===== src/rtl/bsa_pkg.sv =====
package bsa_pkg;
  localparam int unsigned NREQ = 2;

  typedef enum logic [1:0] {
    ST_IDLE = 2'd0,
    ST_GAP  = 2'd1,
    ST_OWN  = 2'd2
  } arb_state_t;
endpackage


===== src/rtl/bsa_gap_timer.sv =====
module bsa_gap_timer #(
  parameter int unsigned GAP_W = 8
) (
  input  logic             clk,
  input  logic             rst_n,
  input  logic             load,
  input  logic [GAP_W-1:0] load_val,
  input  logic             run,
  output logic             expired
);
  logic [GAP_W-1:0] cnt_q;

  // Loaded on the edge that opens a gap; counts down while the gap runs.
  always_ff @(posedge clk or negedge rst_n) begin
    if (!rst_n) begin
      cnt_q <= '0;
    end else if (load) begin
      cnt_q <= load_val;
    end else if (run && (cnt_q != '0)) begin
      cnt_q <= cnt_q - 1'b1;
    end
  end

  assign expired = (cnt_q == '0);
endmodule


===== src/rtl/bsa_rr_pick.sv =====
module bsa_rr_pick (
  input  logic [1:0] req,
  input  logic       last_owner,
  output logic       pick,
  output logic       any
);
  // When both are asking, the one that did not own the bus last goes first.
  always_comb begin
    any = |req;
    if (req == 2'b11) begin
      pick = ~last_owner;
    end else if (req[0]) begin
      pick = 1'b0;
    end else begin
      pick = 1'b1;
    end
  end
endmodule


===== src/rtl/bsa_handover_fsm.sv =====
module bsa_handover_fsm
  import bsa_pkg::*;
(
  input  logic            clk,
  input  logic            rst_n,
  input  logic            en,
  input  logic [NREQ-1:0] req,
  input  logic            expired,
  input  logic            pick,
  input  logic            any,
  output logic            load,
  output logic            run,
  output logic [NREQ-1:0] ack_q,
  output logic            owner_q,
  output logic            own_q
);
  arb_state_t state_q;

  // The reset value of owner_q makes requester 0 the first winner of a tie.
  always_ff @(posedge clk or negedge rst_n) begin
    if (!rst_n) begin
      state_q <= ST_IDLE;
      ack_q   <= '0;
      owner_q <= 1'b1;
    end else if (!en) begin
      state_q <= ST_IDLE;
      ack_q   <= '0;
    end else begin
      case (state_q)
        ST_IDLE: begin
          if (|req) state_q <= ST_GAP;
        end
        ST_GAP: begin
          if (expired) begin
            if (any) begin
              state_q    <= ST_OWN;
              owner_q    <= pick;
              ack_q      <= '0;
              ack_q[pick] <= 1'b1;
            end else begin
              state_q <= ST_IDLE;
            end
          end
        end
        ST_OWN: begin
          if (!req[owner_q]) begin
            ack_q   <= '0;
            state_q <= req[~owner_q] ? ST_GAP : ST_IDLE;
          end
        end
        default: begin
          state_q <= ST_IDLE;
          ack_q   <= '0;
        end
      endcase
    end
  end

  // A gap starts on a request from idle, or on a release with the other side waiting.
  always_comb begin
    load = en && (((state_q == ST_IDLE) && (|req)) ||
                  ((state_q == ST_OWN) && !req[owner_q] && req[~owner_q]));
    run   = (state_q == ST_GAP);
    own_q = (state_q == ST_OWN);
  end
endmodule


===== src/rtl/bus_share_arbiter.sv =====
module bus_share_arbiter
  import bsa_pkg::*;
#(
  parameter int unsigned GAP_W = 8,
  parameter int unsigned CS_W  = 2
) (
  input  logic             clk,
  input  logic             rst_n,
  input  logic             mux_en,
  input  logic [GAP_W-1:0] gap_cycles,
  input  logic [1:0]       req,
  output logic [1:0]       ack,
  input  logic [CS_W-1:0]  cs0_n,
  input  logic [CS_W-1:0]  cs1_n,
  output logic [CS_W-1:0]  port_cs_n,
  output logic             owner_idx,
  output logic             bus_valid
);
  logic            tmr_load;
  logic            tmr_run;
  logic            tmr_expired;
  logic            rr_pick;
  logic            rr_any;
  logic [NREQ-1:0] ack_q;
  logic            owner_q;
  logic            own_q;

  bsa_gap_timer #(.GAP_W(GAP_W)) u_timer (
    .clk      (clk),
    .rst_n    (rst_n),
    .load     (tmr_load),
    .load_val (gap_cycles),
    .run      (tmr_run),
    .expired  (tmr_expired)
  );

  bsa_rr_pick u_pick (
    .req        (req),
    .last_owner (owner_q),
    .pick       (rr_pick),
    .any        (rr_any)
  );

  bsa_handover_fsm u_fsm (
    .clk     (clk),
    .rst_n   (rst_n),
    .en      (mux_en),
    .req     (req),
    .expired (tmr_expired),
    .pick    (rr_pick),
    .any     (rr_any),
    .load    (tmr_load),
    .run     (tmr_run),
    .ack_q   (ack_q),
    .owner_q (owner_q),
    .own_q   (own_q)
  );

  // With arbitration off, each acknowledge follows its request.
  for (genvar g = 0; g < NREQ; g++) begin : g_ack
    assign ack[g] = mux_en ? ack_q[g] : req[g];
  end

  assign bus_valid = mux_en && own_q;
  assign owner_idx = owner_q;
  assign port_cs_n = !bus_valid ? {CS_W{1'b1}} : (owner_q ? cs1_n : cs0_n);
endmodule


===== config.mk =====
export PLATFORM = sky130hd
export DESIGN_NAME = bus_share_arbiter
export DESIGN_NICKNAME = d
export VERILOG_FILES = /design/src/rtl/bsa_pkg.sv /design/src/rtl/bsa_gap_timer.sv /design/src/rtl/bsa_rr_pick.sv /design/src/rtl/bsa_handover_fsm.sv /design/src/rtl/bus_share_arbiter.sv
export SDC_FILE = /design/constraint.sdc
export NUM_CORES = 1
export LEC_CHECK = 0
export CORE_UTILIZATION = 51
export DETAILED_ROUTE_END_ITERATION = 7
export PLACE_DENSITY = 0.85
export RECOVER_POWER = 50
export SKIP_CTS_REPAIR_TIMING = 1
export SLEW_MARGIN = 0
export SYNTH_ARGS = -nofsm -noshare
export SYNTH_HDL_FRONTEND = slang
export SYNTH_SLANG_ARGS = --single-unit

===== constraint.sdc =====
create_clock -name clk -period 4.4 [get_ports clk]
set_clock_uncertainty 0.2 [all_clocks]
set_input_delay 0.88 -clock clk [delete_from_list [all_inputs] [get_ports clk]]
set_output_delay 0.88 -clock clk [all_outputs]
set_load 0.05 [all_outputs]

==> results.json, run 1 <==
{
  "wl_mm": 1.819,
  "core_area_um2": 1559,
  "die_area_um2": 1892,
  "routabilityCongestion": 0.7886,
  "drtAntennaViolNets": 0,
  "grt_pass1_wl_mm": 3.256,
  "antenna_cells": 0,
  "slew_violations": 0,
  "worst-r2r-cell-count": 6,
  "syn_area_per_cell_um2": 9.055,
  "htree_levels": 1,
  "area_growth_pct": 24.79,
  "drc_errors": 0,
  "cts_buffer_depth": 2,
  "dieWidth_um": 43.50,
  "synthTopCellsByArea": "dfrtp_1 34%, a21oi_1 4.6%, mux2i_1 4.6%, nor2_1 3.8%, nand2_1 3.4%",
  "cp_slowest_stage_delay_ps": 850,
  "slowest_stage": "clkdlybuf4s50_1",
  "nets": 139,
  "status": "completed",
  "ys_seq_area_frac": 0.3718,
  "worst_slack_ps": 584.5,
  "cts_sinks": 13,
  "numPortBuffers": 22,
  "crit_path_cell_trace": "dlygate4sd3_1 -> nand2b_1 -> nor2_1 -> clkdlybuf4s50_1",
  "relSlewSlack": 0.6078,
  "synth.ff_latch_count": 13,
  "cp-end-kind": "primary output",
  "grt_max_degree": 14,
  "clk_latency_ps": 280,
  "ys_top_cells_by_count": "12 x dfrtp_1, 9 x nor2_1, 8 x a21oi_1, 8 x nand2_1, 7 x inv_1",
  "whs_ps": 326.1,
  "via_per_inst": 5.904,
  "hold_violations": 0,
  "cp_max_fo": 5,
  "hpwlAfterDp_mm": 1.410,
  "syn_nets": 116,
  "async_reset_ff_frac": 1.000,
  "synth-edff-count": 0,
  "io_pins": 23,
  "setup_viol": 0,
  "ys_types": 33,
  "synth-main-ff-cell": "dfrtp_1",
  "r2r_end": "u_fsm.owner_q",
  "cts_tree": "built",
  "rows": 14,
  "synth_area_um2": 878.3,
  "via_count": 797,
  "firstDrtPassIters": 4,
  "yosysMostFrequentCell": "dfrtp_1",
  "ir_worst_vdd_uv": 216.3,
  "worstHoldStart": "u_fsm.ack_q[1]",
  "die_h_um": 43.50,
  "crit_buf_inv": 2,
  "p_leak_nw": 0.4089,
  "cts_made_buffers": 3,
  "worst_slew_pin_slew_ps": 586.3,
  "start_util": 0.5634,
  "avgRoutedWirePerCell_um": 13.47,
  "synth_top_area_frac": 0.3419,
  "min_period_over_period": 0.8672,
  "grt_pass1_vias": 794,
  "hold_end": "u_fsm.ack_q[1]",
  "drt-initial-drc-count": 15,
  "grt_overflow": 0,
  "ff2ff_setup_slack_ps": 2090,
  "cpLargestDelayFamily": "buffers and inverters",
  "ys_warn_count": 0,
  "critPathLaunchType": "primary input",
  "fin_crit_ps": 3816,
  "drive_gt1_frac": 0.07563,
  "grtUsageTotal": 0.2294,
  "grt_setup_unrepaired": "no",
  "cap_viol_max_count": 0,
  "cts_root_buf": "clkbuf_4",
  "synth.largest_area_cell": "dfrtp_1",
  "hold_class": "reg2reg",
  "clk_pin_slew_ps": 80,
  "synth_cells": 97,
  "fmax_ghz": 0.2621,
  "r2r_start": "u_timer.cnt_q[0]",
  "hold_path_depth": 2,
  "setup_tns_ps": 0,
  "pwr_density_cell_nw_per_um2": 381.3,
  "worstSetupPathType": "in2out",
  "antenna_found_initial": 0,
  "crit_arrival_ps": 2740,
  "required_ps": 3320,
  "dp_slack_ps": 694.1
}
==> per-layer routing <==
layer / share of wire / track usage / routed length [µm] / vias to the layer above
li1: - / - / - / 398
met1: 0.42 / 0.2653 / 759 / 365
met2: 0.50 / 0.4152 / 913 / 31
met3: 0.066 / 0.04167 / 120 / 3
met4: 0.015 / 0.09375 / 27 / 0
met5: 0 / 0 / 0 / -
==> worst reg2reg max path, cell delays in order (launching register included) <==
cell	delay, ps
dfrtp_1	410
inv_1	90
ha_1	200
or4b_1	590
nor3_1	460
a21oi_1	120
a31oi_1	170
==> layout by cell type, fill, tap and decap left out <==
master	synthesis	routed
clkdlybuf4s50_1	0	20
nor2_1	9	9
nand2b_1	2	2
clkbuf_1	1	1
o211ai_2	1	1
a211o_1	1	1
nor4_1	0	1
nor4b_1	1	1
dfrtp_1	12	12
ha_1	2	2
clkbuf_4	0	3
a31oi_1	1	1
nand3b_1	3	3
inv_1	7	7
dfstp_2	1	1
o21ai_0	3	3
or4b_1	2	2
nor4_2	2	1
o211ai_1	4	4
mux2_2	1	1
a21oi_1	8	8
mux2i_1	4	4
nor3_1	4	5
a211oi_2	1	1
mux2_4	1	1
or3_1	2	2
dlygate4sd3_1	0	2
nor2b_1	1	1
o22a_1	1	1
o21ai_1	4	4
nand2_1	8	8
a211oi_1	3	3
o311ai_0	1	1
nand3_1	2	2
==> logic make-up (layout without fill, tap and decap cells) <==
| group | Yosys count | after routing | synth area share |
|---|---|---|---|
| mux | 6 | 6 | 0.07549 |
| flops | 13 | 13 | 0.3718 |
| simple gates | 37 | 37 | 0.2479 |
| compound gates | 28 | 28 | 0.2108 |
| buf+inv | 11 | 33 | 0.06552 |
| fa+ha+maj | 2 | 2 | 0.02849 |
==> per-stage QoR <==
step	utilization	power, mW	area [µm²]	cells
finish	0.7031	0.4179	1096	135
detailed placement	0.6974	0.3494	1087	131
CTS	0.7143	0.4256	1114	135
global route	0.7031	0.4509	1096	135
floorplan	-	0.3069	878.3	97
global placement	0.6974	0.3434	1087	131
==> final cells by class <==
type	count	area, µm²
clock buffer	4	26.28
fill	124	462.9
inverter	7	26.28
multi-input combinational	73	476.7
sequential	13	326.6
tap	16	20.02
timing repair buffer	22	220.2
==> state kept, by name (all words and copies together) (netlist names) <==
| signal | flops |
|---|---|
| u_fsm.state_q | 2 |
| u_timer.cnt_q | 8 |
| u_fsm.ack_q | 2 |
| u_fsm.owner_q | 1 |
==> where the power goes <==
group,switching [mW],internal [mW]
Sequential,0.0404,0.154
Combinational,0.0814,0.0674
Clock,0.0399,0.0352
==> worst max-delay path by stage <==
stage / from / endpoint / slack [ps] / depth (start not counted)
after floorplan: mux_en / port_cs_n[0] / 1030 / 3
after global placement: mux_en / bus_valid / 720 / 4
after detailed placement: mux_en / bus_valid / 690 / 4
after CTS: mux_en / bus_valid / 670 / 4
after global routing: mux_en / bus_valid / 460 / 4
final: mux_en / bus_valid / 580 / 4
Note: power is estimated with default switching activity, not from simulation.
==> run 2, diff against run 1 <==
--- a/config.mk
+++ b/config.mk
@@ -7,6 +7,7 @@
 export LEC_CHECK = 0
 export CORE_UTILIZATION = 51
 export DETAILED_ROUTE_END_ITERATION = 7
+export GPL_TIMING_DRIVEN = 1
 export PLACE_DENSITY = 0.85
 export RECOVER_POWER = 50
 export SKIP_CTS_REPAIR_TIMING = 1
@@ -14,3 +15,4 @@
 export SYNTH_ARGS = -nofsm -noshare
 export SYNTH_HDL_FRONTEND = slang
 export SYNTH_SLANG_ARGS = --single-unit
+export TNS_END_PERCENT = 50
==> results of run 2 <==
Same layout as run 1: the final DEF is identical, and so are final timing and power.
==> run 3, diff against run 2 <==
--- a/config.mk
+++ b/config.mk
@@ -5,7 +5,9 @@
 export SDC_FILE = /design/constraint.sdc
 export NUM_CORES = 1
 export LEC_CHECK = 0
+export CAP_MARGIN = 20
 export CORE_UTILIZATION = 51
+export CTS_CLUSTER_DIAMETER = 200
 export DETAILED_ROUTE_END_ITERATION = 7
 export GPL_TIMING_DRIVEN = 1
 export PLACE_DENSITY = 0.85
==> results of run 3 <==
Same layout as run 1: the final DEF is identical, and so are final timing and power.
